[config.mk]
export PLATFORM = sky130hd
export DESIGN_NAME = guarded_write_seq
export DESIGN_NICKNAME = d
export VERILOG_FILES = /design/src/rtl/gws_pkg.sv /design/src/rtl/gws_settle_timer.sv /design/src/rtl/gws_seq_fsm.sv /design/src/rtl/guarded_write_seq.sv
export SDC_FILE = /design/constraint.sdc
export NUM_CORES = 1
export LEC_CHECK = 0
export ABC_CLOCK_PERIOD_IN_PS = 3710
export BUFFER_PORTS_ARGS = -buffer_cell sky130_fd_sc_hd__buf_4
export CORE_MARGIN = 3
export CORE_UTILIZATION = 48
export CTS_CLUSTER_SIZE = 14
export DETAILED_ROUTE_END_ITERATION = 7
export GPL_TIMING_DRIVEN = 1
export PLACE_DENSITY = 0.8
export SYNTH_ARGS = -nofsm -noshare
export SYNTH_HDL_FRONTEND = slang
export SYNTH_SLANG_ARGS = --single-unit
[constraint.sdc]
create_clock -name clk -period 3.71 [get_ports clk]
set_input_delay 0.9275 -clock clk [delete_from_list [all_inputs] [get_ports clk]]
set_output_delay 0.9275 -clock clk [all_outputs]
set_load 0.01 [all_outputs]
[src/rtl/gws_pkg.sv]
// Package: shared types for the guarded write sequencer.
// Assumes nothing beyond IEEE 1800-2017 enum support.
package gws_pkg;

    // Phase of the write sequence, from idle through the hold-off.
    typedef enum logic [2:0] {
        PH_IDLE   = 3'd0,
        PH_DUMMY0 = 3'd1,
        PH_DUMMY1 = 3'd2,
        PH_REAL   = 3'd3,
        PH_HOLD   = 3'd4
    } gws_phase_t;

endpackage

[src/rtl/gws_settle_timer.sv]
// Module: gws_settle_timer
// Counts a fixed number of cycles after a start pulse and flags the last one.
// Assumes CYCLES >= 1 and that start is never raised while a count is running.
module gws_settle_timer #(
    parameter int CYCLES = 500
) (
    input  logic clk,
    input  logic rst_n,
    input  logic start,
    output logic expire
);
    localparam int CNT_W = (CYCLES < 2) ? 1 : $clog2(CYCLES);
    localparam logic [CNT_W-1:0] LOAD = CNT_W'(CYCLES - 1);

    logic             running;
    logic [CNT_W-1:0] cnt;

    // Load the count on start, then count down to zero and stop.
    always_ff @(posedge clk) begin
        if (!rst_n) begin
            running <= 1'b0;
            cnt     <= '0;
        end else if (start) begin
            running <= 1'b1;
            cnt     <= LOAD;
        end else if (running) begin
            if (cnt == '0) running <= 1'b0;
            else           cnt     <= cnt - 1'b1;
        end
    end

    // The final cycle of the running window is the expiry cycle.
    assign expire = running && (cnt == '0);


    start_idle_chk: assert property (@(posedge clk) disable iff (!rst_n)
        start |-> !running);

    expire_single_chk: assert property (@(posedge clk) disable iff (!rst_n)
        expire |=> !expire);
endmodule

[src/rtl/gws_seq_fsm.sv]
// Module: gws_seq_fsm
// Accepts one host write, issues two zero writes to the status address and then
// the captured write, and waits for the settle timer before accepting again.
// Assumes hold_expire is a one-cycle pulse from a timer started by hold_start.
module gws_seq_fsm
    import gws_pkg::*;
#(
    parameter int               ADDR_W      = 8,
    parameter int               DATA_W      = 32,
    parameter logic [ADDR_W-1:0] STATUS_ADDR = '0
) (
    input  logic              clk,
    input  logic              rst_n,
    input  logic              req_valid,
    output logic              req_ready,
    input  logic [ADDR_W-1:0] req_addr,
    input  logic [DATA_W-1:0] req_data,
    input  logic              hold_expire,
    output logic              hold_start,
    output logic              wr_stb,
    output logic [ADDR_W-1:0] wr_addr,
    output logic [DATA_W-1:0] wr_data,
    output logic              done
);
    gws_phase_t        phase, phase_nx;
    logic [ADDR_W-1:0] addr_q;
    logic [DATA_W-1:0] data_q;
    logic              done_q;
    logic              accept;

    assign req_ready = (phase == PH_IDLE);
    assign accept    = req_valid && req_ready;

    // Choose the following phase of the sequence.
    always_comb begin
        phase_nx = phase;
        unique case (phase)
            PH_IDLE:   if (accept) phase_nx = PH_DUMMY0;
            PH_DUMMY0: phase_nx = PH_DUMMY1;
            PH_DUMMY1: phase_nx = PH_REAL;
            PH_REAL:   phase_nx = PH_HOLD;
            PH_HOLD:   if (hold_expire) phase_nx = PH_IDLE;
            default:   phase_nx = PH_IDLE;
        endcase
    end

    // Advance the phase register.
    always_ff @(posedge clk) begin
        if (!rst_n) phase <= PH_IDLE;
        else        phase <= phase_nx;
    end

    // Capture the request payload at acceptance only.
    always_ff @(posedge clk) begin
        if (!rst_n) begin
            addr_q <= '0;
            data_q <= '0;
        end else if (accept) begin
            addr_q <= req_addr;
            data_q <= req_data;
        end
    end

    // Raise done for one cycle after the hold-off ends.
    always_ff @(posedge clk) begin
        if (!rst_n) done_q <= 1'b0;
        else        done_q <= (phase == PH_HOLD) && hold_expire;
    end

    // Drive the downstream write bus from the phase.
    always_comb begin
        wr_stb  = (phase == PH_DUMMY0) || (phase == PH_DUMMY1) || (phase == PH_REAL);
        wr_addr = (phase == PH_REAL) ? addr_q : STATUS_ADDR;
        wr_data = (phase == PH_REAL) ? data_q : '0;
    end

    assign hold_start = (phase == PH_REAL);
    assign done       = done_q;


    dummy_after_accept_chk: assert property (@(posedge clk) disable iff (!rst_n)
        accept |=> (wr_stb && wr_addr == STATUS_ADDR && wr_data == '0)
                   ##1 (wr_stb && wr_addr == STATUS_ADDR && wr_data == '0));

    real_payload_chk: assert property (@(posedge clk) disable iff (!rst_n)
        accept |=> ##2 (wr_stb && wr_addr == $past(req_addr, 3)
                                 && wr_data == $past(req_data, 3)));

    three_strobe_chk: assert property (@(posedge clk) disable iff (!rst_n)
        $rose(wr_stb) |=> wr_stb ##1 wr_stb ##1 !wr_stb);
endmodule

[src/rtl/guarded_write_seq.sv]
// Module: guarded_write_seq (top)
// Wraps every host register write in two zero writes to the status address and
// a settling hold-off sized from the bus clock frequency.
// Assumes the status register ignores zero writes and CLK_HZ * SETTLE_NS fits 64 bits.
module guarded_write_seq #(
    parameter int                ADDR_W      = 8,
    parameter int                DATA_W      = 32,
    parameter logic [ADDR_W-1:0] STATUS_ADDR = '0,
    parameter longint            CLK_HZ      = 100_000_000,
    parameter longint            SETTLE_NS   = 5_000
) (
    input  logic              clk,
    input  logic              rst_n,
    input  logic              req_valid,
    output logic              req_ready,
    input  logic [ADDR_W-1:0] req_addr,
    input  logic [DATA_W-1:0] req_data,
    output logic              wr_stb,
    output logic [ADDR_W-1:0] wr_addr,
    output logic [DATA_W-1:0] wr_data,
    output logic              done
);
    localparam longint RAW_CYC    = (CLK_HZ * SETTLE_NS + 64'd999_999_999) / 64'd1_000_000_000;
    localparam int     SETTLE_CYC = (RAW_CYC < 1) ? 1 : int'(RAW_CYC);

    logic hold_start;
    logic hold_expire;

    gws_seq_fsm #(
        .ADDR_W      (ADDR_W),
        .DATA_W      (DATA_W),
        .STATUS_ADDR (STATUS_ADDR)
    ) u_fsm (
        .clk         (clk),
        .rst_n       (rst_n),
        .req_valid   (req_valid),
        .req_ready   (req_ready),
        .req_addr    (req_addr),
        .req_data    (req_data),
        .hold_expire (hold_expire),
        .hold_start  (hold_start),
        .wr_stb      (wr_stb),
        .wr_addr     (wr_addr),
        .wr_data     (wr_data),
        .done        (done)
    );

    gws_settle_timer #(
        .CYCLES (SETTLE_CYC)
    ) u_timer (
        .clk    (clk),
        .rst_n  (rst_n),
        .start  (hold_start),
        .expire (hold_expire)
    );


    busy_on_strobe_chk: assert property (@(posedge clk) disable iff (!rst_n)
        wr_stb |-> !req_ready);

    done_pulse_chk: assert property (@(posedge clk) disable iff (!rst_n)
        done |=> !done);

    done_ready_chk: assert property (@(posedge clk) disable iff (!rst_n)
        done |-> req_ready);
endmodule

==> results of run 1 <==
## layout by cell type (no fill, tap or decap), drive strengths merged, types with 3 or more instances in the layout
| master | n |
|---|---|
| nand2 | 87 |
| and2 | 42 |
| buf | 89 |
| nor3 | 5 |
| nor2 | 11 |
| a31oi | 4 |
| dfxtp | 54 |
| or3 | 3 |
| clkbuf | 7 |
| nor4 | 3 |
| a21oi | 45 |
| inv | 4 |
## layer usage
layer	up-vias	global-route usage, %	routed length [um]
li1	1117	-	-
met1	1017	22.46	2356
met2	58	34.90	2754
met3	7	5.937	299
met4	0	6.408	58
met5	-	0	0
## path summary, 6_finish.rpt
| path | end | startpoint | cells after the start | slack (ns) |
|---|---|---|---|---|
| min reg2reg | u_fsm.data_q[14]$_SDFFE_PN0P_ | u_fsm.data_q[14]$_SDFFE_PN0P_ | 2 | 0.45 |
| min | u_fsm.data_q[14]$_SDFFE_PN0P_ | u_fsm.data_q[14]$_SDFFE_PN0P_ | 2 | 0.45 |
| max reg2reg | u_timer.cnt[7]$_SDFFE_PN0P_ | u_timer.cnt[3]$_SDFFE_PP0P_ | 4 | 2.19 |
| max | wr_data[25] | u_fsm.phase[1]$_SDFFE_PN0P_ | 5 | 1.28 |
## power groups by stage
stage	clock, mW	sequential [mW]	combinational [mW]
finish	0.357	0.650	0.197
CTS	0.366	0.650	0.200
detailed placement	0	0.663	0.199
global route	0.384	0.656	0.222
floorplan	0	0.653	0.134
global placement	0	0.662	0.195
## flip-flops by register name (all words and copies together), names as in the netlist
signal / flops
u_fsm.addr_q: 8
u_fsm.phase: 3
u_fsm.data_q: 32
u_timer.cnt: 9
u_fsm.done: 1
u_timer.running: 1
## metrics by stage
stage | power (mW) | cells | cell area (sq um) | utilization, %
6_report | 1.204 | 426 | 3072 | 68.19
5_1_grt | 1.262 | 426 | 3072 | 68.19
4_1_cts | 1.217 | 426 | 3072 | 68.19
3_5_place_dp | 0.8626 | 418 | 2967 | 65.86
3_3_place_gp | 0.8570 | 418 | 2967 | 65.86
2_1_floorplan | 0.7877 | 297 | 2317 | -
## area by class of cell
cell class / count / area (sq um)
Multi-Input combinational cell: 219 / 1137
Inverter: 4 / 15.01
Tap cell: 52 / 65.06
Fill cell: 394 / 1433
Timing Repair Buffer: 89 / 668.1
Clock inverter: 1 / 8.758
Sequential cell: 54 / 1081
Clock buffer: 7 / 96.34
## kinds of logic (layout without fill, tap and decap cells)
kind of cell	after synthesis	in the layout	synth area share [%]
muxes	2	2	0.8640
xor gates and xnor gates	2	2	0.7561
buffers and inverters	24	101	4.265
AOI/OAI and AO/OA	56	56	13.34
adders and majority gates	1	1	0.5399
DFF	54	54	46.65
and+or+nand+nor	158	158	33.59
## tightest hold or removal path: cells and delay by family, from the launching register on
| family | cells | cell delay, ns |
|---|---|---|
| DFF | 1 | 0.31 |
| AOI/OAI and AO/OA | 1 | 0.05 |
| and+or+nand+nor | 1 | 0.05 |
==> flow_metrics.env, run 1 <==
export IMPL_ys_seq_area_share_pct=46.65
export IMPL_critPathTopFamily="flip-flops"
export IMPL_worstMarginPinSlew_ns=0.7636
export IMPL_first_pass_iters=4
export IMPL_synth_commonest_cells="87 x nand2_1, 54 x dfxtp_1, 45 x a21oi_1, 42 x and2_1, 13 x clkbuf_1"
export IMPL_synth_area_per_cell_sq_um=7.802
export IMPL_grt_pass1_vias=2081
export IMPL_synth_edf_count=0
export IMPL_worstSkewPairLatency_ns=0.31
export IMPL_synth_most_common_cell="nand2_1"
export IMPL_cpPeakStageDelay_ns=0.45
export IMPL_overflow=0
export IMPL_area_growth_pct=32.56
export IMPL_synth_seq_cells=54
export IMPL_crit_path_end_kind="primary output"
export IMPL_drive_gt1_share_pct=28.07
export IMPL_cp_common_cell="buf_4"
export IMPL_synth_net_count=341
export IMPL_cts_setup_buffers=0
export IMPL_power_switching_uw=320.8
export IMPL_final_antenna_net_count=0
export IMPL_rsz0062_at_grt="no"
export IMPL_root_buffer="clkbuf_8"
export IMPL_status="finished, final reports clean"
export IMPL_cp_num_buf_inv=2
export IMPL_place_ws_ns=1.616
export IMPL_crit_path_max_fanout=23
export IMPL_cts_sinks=54
export IMPL_synth_flop_cell="dfxtp_1"
export IMPL_start_util_pct=51.44
export IMPL_setup_violations_final=0
export IMPL_io_buffers=85
export IMPL_cts_resized=0
export IMPL_synth_cell_types=33
export IMPL_drcViolationCount=0
export IMPL_first_iter_violations=89
export IMPL_cts_buffers=5
export IMPL_io_pins=86
export IMPL_finalClockSkew_ns=0.009185
export IMPL_hold_viol_final=0
export IMPL_finalNetCount=417
export IMPL_clkPwrFrac_pct=29.6
export IMPL_vias_per_cell=5.162
export IMPL_critical_path_startpoint_type="flip-flop"
export IMPL_dp_hpwl_um=3760
export IMPL_die_h_um=75.48
export IMPL_synthTopCellsByArea="dfxtp_1 47%, nand2_1 14%, and2_1 11%"
export IMPL_fin_tns_setup_ns=0
export IMPL_wirelength_um=5468
export IMPL_hold_class="flip-flop to flip-flop"
export IMPL_sequentialPowerShare_pct=54.0
export IMPL_netlist_instances=297
export IMPL_vdd_drop_max_v=0.0002770
export IMPL_grt_pass1_wl_um=8735
export IMPL_fin_crit_ns=2.431
export IMPL_coreArea_sq_um=4504
export IMPL_cts_buffer_depth=2
export IMPL_cts_tree="built"
export IMPL_core_rowCount=24
export IMPL_synth_top_area_cell="dfxtp_1"
export IMPL_sw_frac_of_total_pct=26.65
export IMPL_crit_path_top_delay_cell="dfxtp_1"
export IMPL_critPathRequiredTime_ns=2.78
export IMPL_async_flop_share_pct=0
export IMPL_hold_buffers=0
export IMPL_internal_power_uw=883.2
export IMPL_crit_chain="nand2_1, nor2_2, buf_4, and2_1, buf_4"
export IMPL_yosysWarnings=0
export IMPL_cap_violations=0
export IMPL_arrival_ns=1.50
export IMPL_antenna_cells=0
export IMPL_grt_total_usage_pct=19.65
export IMPL_path_clk_slew_ns=0.09
export IMPL_vias=2199
export IMPL_slew_headroom_pct=49.02
export IMPL_critPathKind="flip-flop to primary output"
export IMPL_worst_slack_ns=1.279
export IMPL_fmax_ghz=0.4113
export IMPL_wire_per_inst_um=12.84
export IMPL_netlist_area_sq_um=2317
export IMPL_synth_top_area_share_pct=46.65
export IMPL_die_width_um=75.48
export IMPL_period_share_pct=65.54
export IMPL_grt_max_degree=47
export IMPL_die_area_sq_um=5697
export IMPL_slew_viol_final=0
export IMPL_gp_congestion=0.7383
export IMPL_p_leak_nw=1.349
export IMPL_power_density_nw_per_um2=392.0
export IMPL_comb_power_share_pct=16.4
export IMPL_h_tree_depth=2
export IMPL_holdWs_ns=0.4514
export IMPL_grt_antenna_before_repair=0
Note: power is estimated with default switching activity, not from simulation.
==> run 2, diff against run 1 <==
ABC_CLOCK_PERIOD_IN_PS = 2300   (was 3710)
clock period = 2.3 ns   (was 3.71 ns; I/O delays follow)
==> run 2 against run 1 <==
Effect of this change: clock skew down 0.0049 ns; power grew 59%; setup slack worse by 1.0 ns; die area did not move; critical path depth unchanged; combinational power is 65% higher; via count decreased by 0.41%; final cell count grew 0.23%; critical endpoint is now wr_data[28].
==> flow_metrics.env, run 2 (synthesized netlist as in run 1, its figures left out) <==
export IMPL_start_util_pct=51.44
export IMPL_cts_sinks=54
export IMPL_power_density_nw_per_um2=620.8
export IMPL_grt_antenna_before_repair=0
export IMPL_cts_buffer_depth=2
export IMPL_hold_buffers=0
export IMPL_clkPwrFrac_pct=28.0
export IMPL_vias_per_cell=5.129
export IMPL_power_switching_uw=515.3
export IMPL_largest_reg_flops=32
export IMPL_h_tree_depth=2
export IMPL_fin_crit_ns=2.041
export IMPL_setup_violations_final=0
export IMPL_final_cell_count_no_fill=427
export IMPL_status="finished, final reports clean"
export IMPL_cts_resized=0
export IMPL_wirelength_um=5625
export IMPL_antenna_cells=0
export IMPL_cap_violations=0
export IMPL_vias=2190
export IMPL_io_pins=86
export IMPL_fin_tns_setup_ns=0
export IMPL_worstMarginPinSlew_ns=0.4393
export IMPL_crit_path_max_fanout=23
export IMPL_gp_congestion=0.8539
export IMPL_critPathKind="flip-flop to primary output"
export IMPL_die_area_sq_um=5697
export IMPL_core_rowCount=24
export IMPL_sequentialPowerShare_pct=54.9
export IMPL_layout_cells_most_common="buf_4"
export IMPL_multi_input_area_sq_um=1137
export IMPL_fillCellCount=390
export IMPL_cts_tree="built"
export IMPL_slew_headroom_pct=70.49
export IMPL_critical_path_startpoint_type="flip-flop"
export IMPL_path_clk_slew_ns=0.09
export IMPL_root_buffer="clkbuf_8"
export IMPL_area_growth_pct=32.83
export IMPL_cts_buffers=5
export IMPL_holdWs_ns=0.4524
export IMPL_sw_frac_of_total_pct=26.97
export IMPL_internal_power_mw=1.396
export IMPL_hold_viol_final=0
export IMPL_period_share_pct=88.72
export IMPL_grt_total_usage_pct=19.87
export IMPL_fmax_ghz=0.4901
export IMPL_critPathRequiredTime_ns=1.73
export IMPL_reg_largest_list="u_fsm.data_q: 32 flops, u_timer.cnt: 9 flops, u_fsm.addr_q: 8 flops"
export IMPL_hold_class="flip-flop to flip-flop"
export IMPL_worstSkewPairLatency_ns=0.30
export IMPL_grt_pass1_vias=1921
export IMPL_io_buffers=85
export IMPL_first_pass_iters=5
export IMPL_grt_pass1_wl_um=8721
export IMPL_die_h_um=75.48
export IMPL_wire_per_inst_um=13.17
export IMPL_final_cell_mix="89 x buf_4, 87 x nand2_1, 54 x dfxtp_1"
export IMPL_dp_hpwl_um=3834
export IMPL_slew_viol_final=0
export IMPL_vdd_drop_max_v=0.0003847
export IMPL_drive_gt1_share_pct=28.00
export IMPL_comb_power_share_pct=17.1
export IMPL_final_antenna_net_count=0
export IMPL_largest_register="u_fsm.data_q"
export IMPL_grt_max_degree=41
export IMPL_cts_setup_buffers=0
export IMPL_coreArea_sq_um=4504
export IMPL_rsz0062_at_grt="no"
export IMPL_drcViolationCount=0
export IMPL_finalNetCount=418
export IMPL_total_power_mw=1.911
export IMPL_arrival_ns=1.47
export IMPL_first_iter_violations=138
export IMPL_overflow=0
export IMPL_p_leak_nw=1.352
export IMPL_regArea_sq_um=1081
export IMPL_dp_cells=419
export IMPL_finalClockSkew_ns=0.004294
export IMPL_crit_path_end_kind="primary output"
export IMPL_die_width_um=75.48
-- run 2: changes by cell type in the layout (fill, tap and decap cells not counted), sizes merged --
cell	previous run	this run
buf	89	90
-- run 2: path summary, 6_finish.rpt --
kind                                 from                           end  slack [ns]  cells after the start
max reg2reg   u_timer.cnt[7]$_SDFFE_PN0P_   u_timer.cnt[7]$_SDFFE_PN0P_        0.76                      4
min reg2reg  u_fsm.addr_q[5]$_SDFFE_PN0P_  u_fsm.addr_q[5]$_SDFFE_PN0P_        0.45                      2
min          u_fsm.addr_q[5]$_SDFFE_PN0P_  u_fsm.addr_q[5]$_SDFFE_PN0P_        0.45                      2
max           u_fsm.phase[1]$_SDFFE_PN0P_                   wr_data[28]        0.26                      5
-- run 2: layout make-up --
cell class              instances  share of cell area [%]
clock buffers                   7                   2.805
clock inverters                 1                  0.1626
inverters                       4                  0.4878
multi-input cells             219                   36.95
flip-flops and latches         54                   35.12
well taps                      52                   2.114
repair buffers                 90                   22.36
-- run 2: per-layer routing --
| metal | part of all wire [%] | up-vias | global-route usage, % |
|---|---|---|---|
| met5 | 0 | - | 0 |
| met4 | 1.4 | 0 | 5.243 |
| met3 | 6.2 | 8 | 5.541 |
| met2 | 49 | 69 | 33.84 |
| met1 | 43 | 993 | 24.75 |
| li1 | - | 1120 | - |
-- run 2: metrics by stage --
stage | instance area [sq um] | util, % | setup slack, ns
after floorplan | 2317 | - | 0.5886
after global placement | 2987 | 66.31 | 0.6129
after detailed placement | 2987 | 66.31 | 0.5804
after CTS | 3078 | 68.33 | 0.2345
after global routing | 3078 | 68.33 | 0.1035
final | 3078 | 68.33 | 0.2595
-- run 2: worst max-delay path, cell delays in order (launching register included) --
cell and delay [ns]:
dfxtp_1 0.45, nand2_1 0.09, nor2_2 0.10, buf_4 0.23, and2_1 0.17, buf_4 0.12
-- run 2: power groups by stage --
stage / combinational [mW] / sequential [mW] / clock (mW)
floorplan: 0.217 / 1.05 / 0
global placement: 0.320 / 1.07 / 0
detailed placement: 0.327 / 1.07 / 0
CTS: 0.331 / 1.05 / 0.545
global route: 0.364 / 1.06 / 0.582
finish: 0.326 / 1.05 / 0.535
==> run 3, diff against run 2 <==
CTS_BUF_LIST = sky130_fd_sc_hd__clkbuf_4 sky130_fd_sc_hd__clkbuf_8   (was not set)
==> run 3 against run 2 <==
Effect of this change: first-iteration DRC count grew 2.2%; setup slack gained 0.0041 ns; clock skew rose by 0.0010 ns; critical path type unchanged; critical endpoint unchanged.
==> flow_metrics.env, run 3 (synthesized netlist as in run 1, its figures left out) <==
export IMPL_place_ws_ns=0.5804
export IMPL_antenna_cells=0
export IMPL_wirelength_um=5593
export IMPL_vdd_drop_max_v=0.0003826
export IMPL_hold_buffers=0
export IMPL_cts_resized=0
export IMPL_overflow=0
export IMPL_cpPeakStageDelay_ns=0.45
export IMPL_cp_num_buf_inv=2
export IMPL_io_pins=86
export IMPL_coreArea_sq_um=4504
export IMPL_comb_power_share_pct=17.0
export IMPL_sw_frac_of_total_pct=26.66
export IMPL_vias_per_cell=5.061
export IMPL_gp_congestion=0.8539
export IMPL_crit_chain="nand2_1, nor2_2, buf_4, and2_1, buf_4"
export IMPL_cts_sinks=54
export IMPL_first_pass_iters=5
export IMPL_fin_tns_setup_ns=0
export IMPL_h_tree_depth=2
export IMPL_cts_tree="built"
export IMPL_worst_slack_ns=0.2636
export IMPL_grt_total_usage_pct=19.87
export IMPL_drcViolationCount=0
export IMPL_power_switching_uw=511.7
export IMPL_final_antenna_net_count=0
export IMPL_internal_power_mw=1.407
export IMPL_final_cell_mix="89 x buf_4, 87 x nand2_1, 54 x dfxtp_1"
export IMPL_crit_path_end_kind="primary output"
export IMPL_path_clk_slew_ns=0.09
export IMPL_crit_path_max_fanout=23
export IMPL_clkPwrFrac_pct=28.3
export IMPL_rsz0062_at_grt="no"
export IMPL_cts_buffers=5
export IMPL_die_area_sq_um=5697
export IMPL_drive_gt1_share_pct=28.27
export IMPL_start_util_pct=51.44
export IMPL_critPathTopFamily="flip-flops"
export IMPL_slew_headroom_pct=70.53
export IMPL_critPathRequiredTime_ns=1.73
export IMPL_power_density_nw_per_um2=622.7
export IMPL_cap_violations=0
export IMPL_layout_cells_most_common="buf_4"
export IMPL_worstMarginPinSlew_ns=0.4388
export IMPL_first_iter_violations=141
export IMPL_vias=2161
export IMPL_total_power_mw=1.919
export IMPL_sequentialPowerShare_pct=54.7
export IMPL_grt_pass1_vias=1921
export IMPL_setup_violations_final=0
export IMPL_cts_setup_buffers=0
export IMPL_largest_reg_flops=32
export IMPL_cp_common_cell="buf_4"
export IMPL_die_width_um=75.48
export IMPL_holdWs_ns=0.4521
export IMPL_worstSkewPairLatency_ns=0.30
export IMPL_hold_viol_final=0
export IMPL_grt_antenna_before_repair=0
export IMPL_finalNetCount=418
export IMPL_core_rowCount=24
export IMPL_root_buffer="clkbuf_8"
export IMPL_slew_viol_final=0
export IMPL_finalClockSkew_ns=0.005333
export IMPL_p_leak_nw=1.356
export IMPL_reg_largest_list="u_fsm.data_q: 32 flops, u_timer.cnt: 9 flops, u_fsm.addr_q: 8 flops"
export IMPL_period_share_pct=88.54
export IMPL_cts_buffer_depth=2
export IMPL_hold_class="flip-flop to flip-flop"
export IMPL_fmax_ghz=0.4911
export IMPL_critPathKind="flip-flop to primary output"
export IMPL_die_h_um=75.48
export IMPL_grt_pass1_wl_um=8721
export IMPL_fin_crit_ns=2.036
export IMPL_io_buffers=85
export IMPL_area_growth_pct=32.99
export IMPL_status="finished, final reports clean"
export IMPL_crit_path_top_delay_cell="dfxtp_1"
export IMPL_arrival_ns=1.46
export IMPL_grt_max_degree=41
export IMPL_wire_per_inst_um=13.10
export IMPL_largest_register="u_fsm.data_q"
export IMPL_critical_path_startpoint_type="flip-flop"
export IMPL_dp_hpwl_um=3834
==> run 3: worst paths after layout <==
kind / to / slack [ns] / startpoint / cells after the start
min reg2reg: u_fsm.addr_q[5]$_SDFFE_PN0P_ / 0.45 / u_fsm.addr_q[5]$_SDFFE_PN0P_ / 2
min: u_fsm.addr_q[5]$_SDFFE_PN0P_ / 0.45 / u_fsm.addr_q[5]$_SDFFE_PN0P_ / 2
max: wr_data[28] / 0.26 / u_fsm.phase[1]$_SDFFE_PN0P_ / 5
max reg2reg: u_timer.cnt[7]$_SDFFE_PN0P_ / 0.77 / u_timer.cnt[7]$_SDFFE_PN0P_ / 4
==> run 3: area by class of cell <==
type	instances	area, sq um
fillers	390	1423
multi-input cells	219	1137
flip-flops and latches	54	1081
repair buffers	90	688.2
clock buffers	7	90.09
well taps	52	65.06
inverters	4	15.01
clock inverters	1	5.005
==> run 3: worst min-delay path, cell delays in order (launching register included) <==
cell and delay, ns:
dfxtp_1 0.31, nand2_1 0.05, a21oi_1 0.05
==> run 3: per-stage QoR <==
stage                     instance area [sq um]  util, %  instances
after CTS                                  3082    68.42        427
after detailed placement                   2987    66.31        419
after floorplan                            2317        -        297
after global routing                       3082    68.42        427
final                                      3082    68.42        427
after global placement                     2987    66.31        419
==> run 3: metal layers <==
metal / wire (um) / up-vias / GRT usage, %
met1: 2427 / 970 / 24.75
met5: 0 / - / 0
li1: - / 1120 / -
met2: 2768 / 64 / 33.84
met3: 330 / 7 / 5.541
met4: 67 / 0 / 5.243
==> run 3: power groups by stage <==
stage | logic, mW | registers, mW | clock network, mW
final | 0.326 | 1.05 | 0.544
after global routing | 0.364 | 1.06 | 0.594
after CTS | 0.331 | 1.05 | 0.556
after detailed placement | 0.327 | 1.07 | 0
after global placement | 0.320 | 1.07 | 0
after floorplan | 0.217 | 1.05 | 0
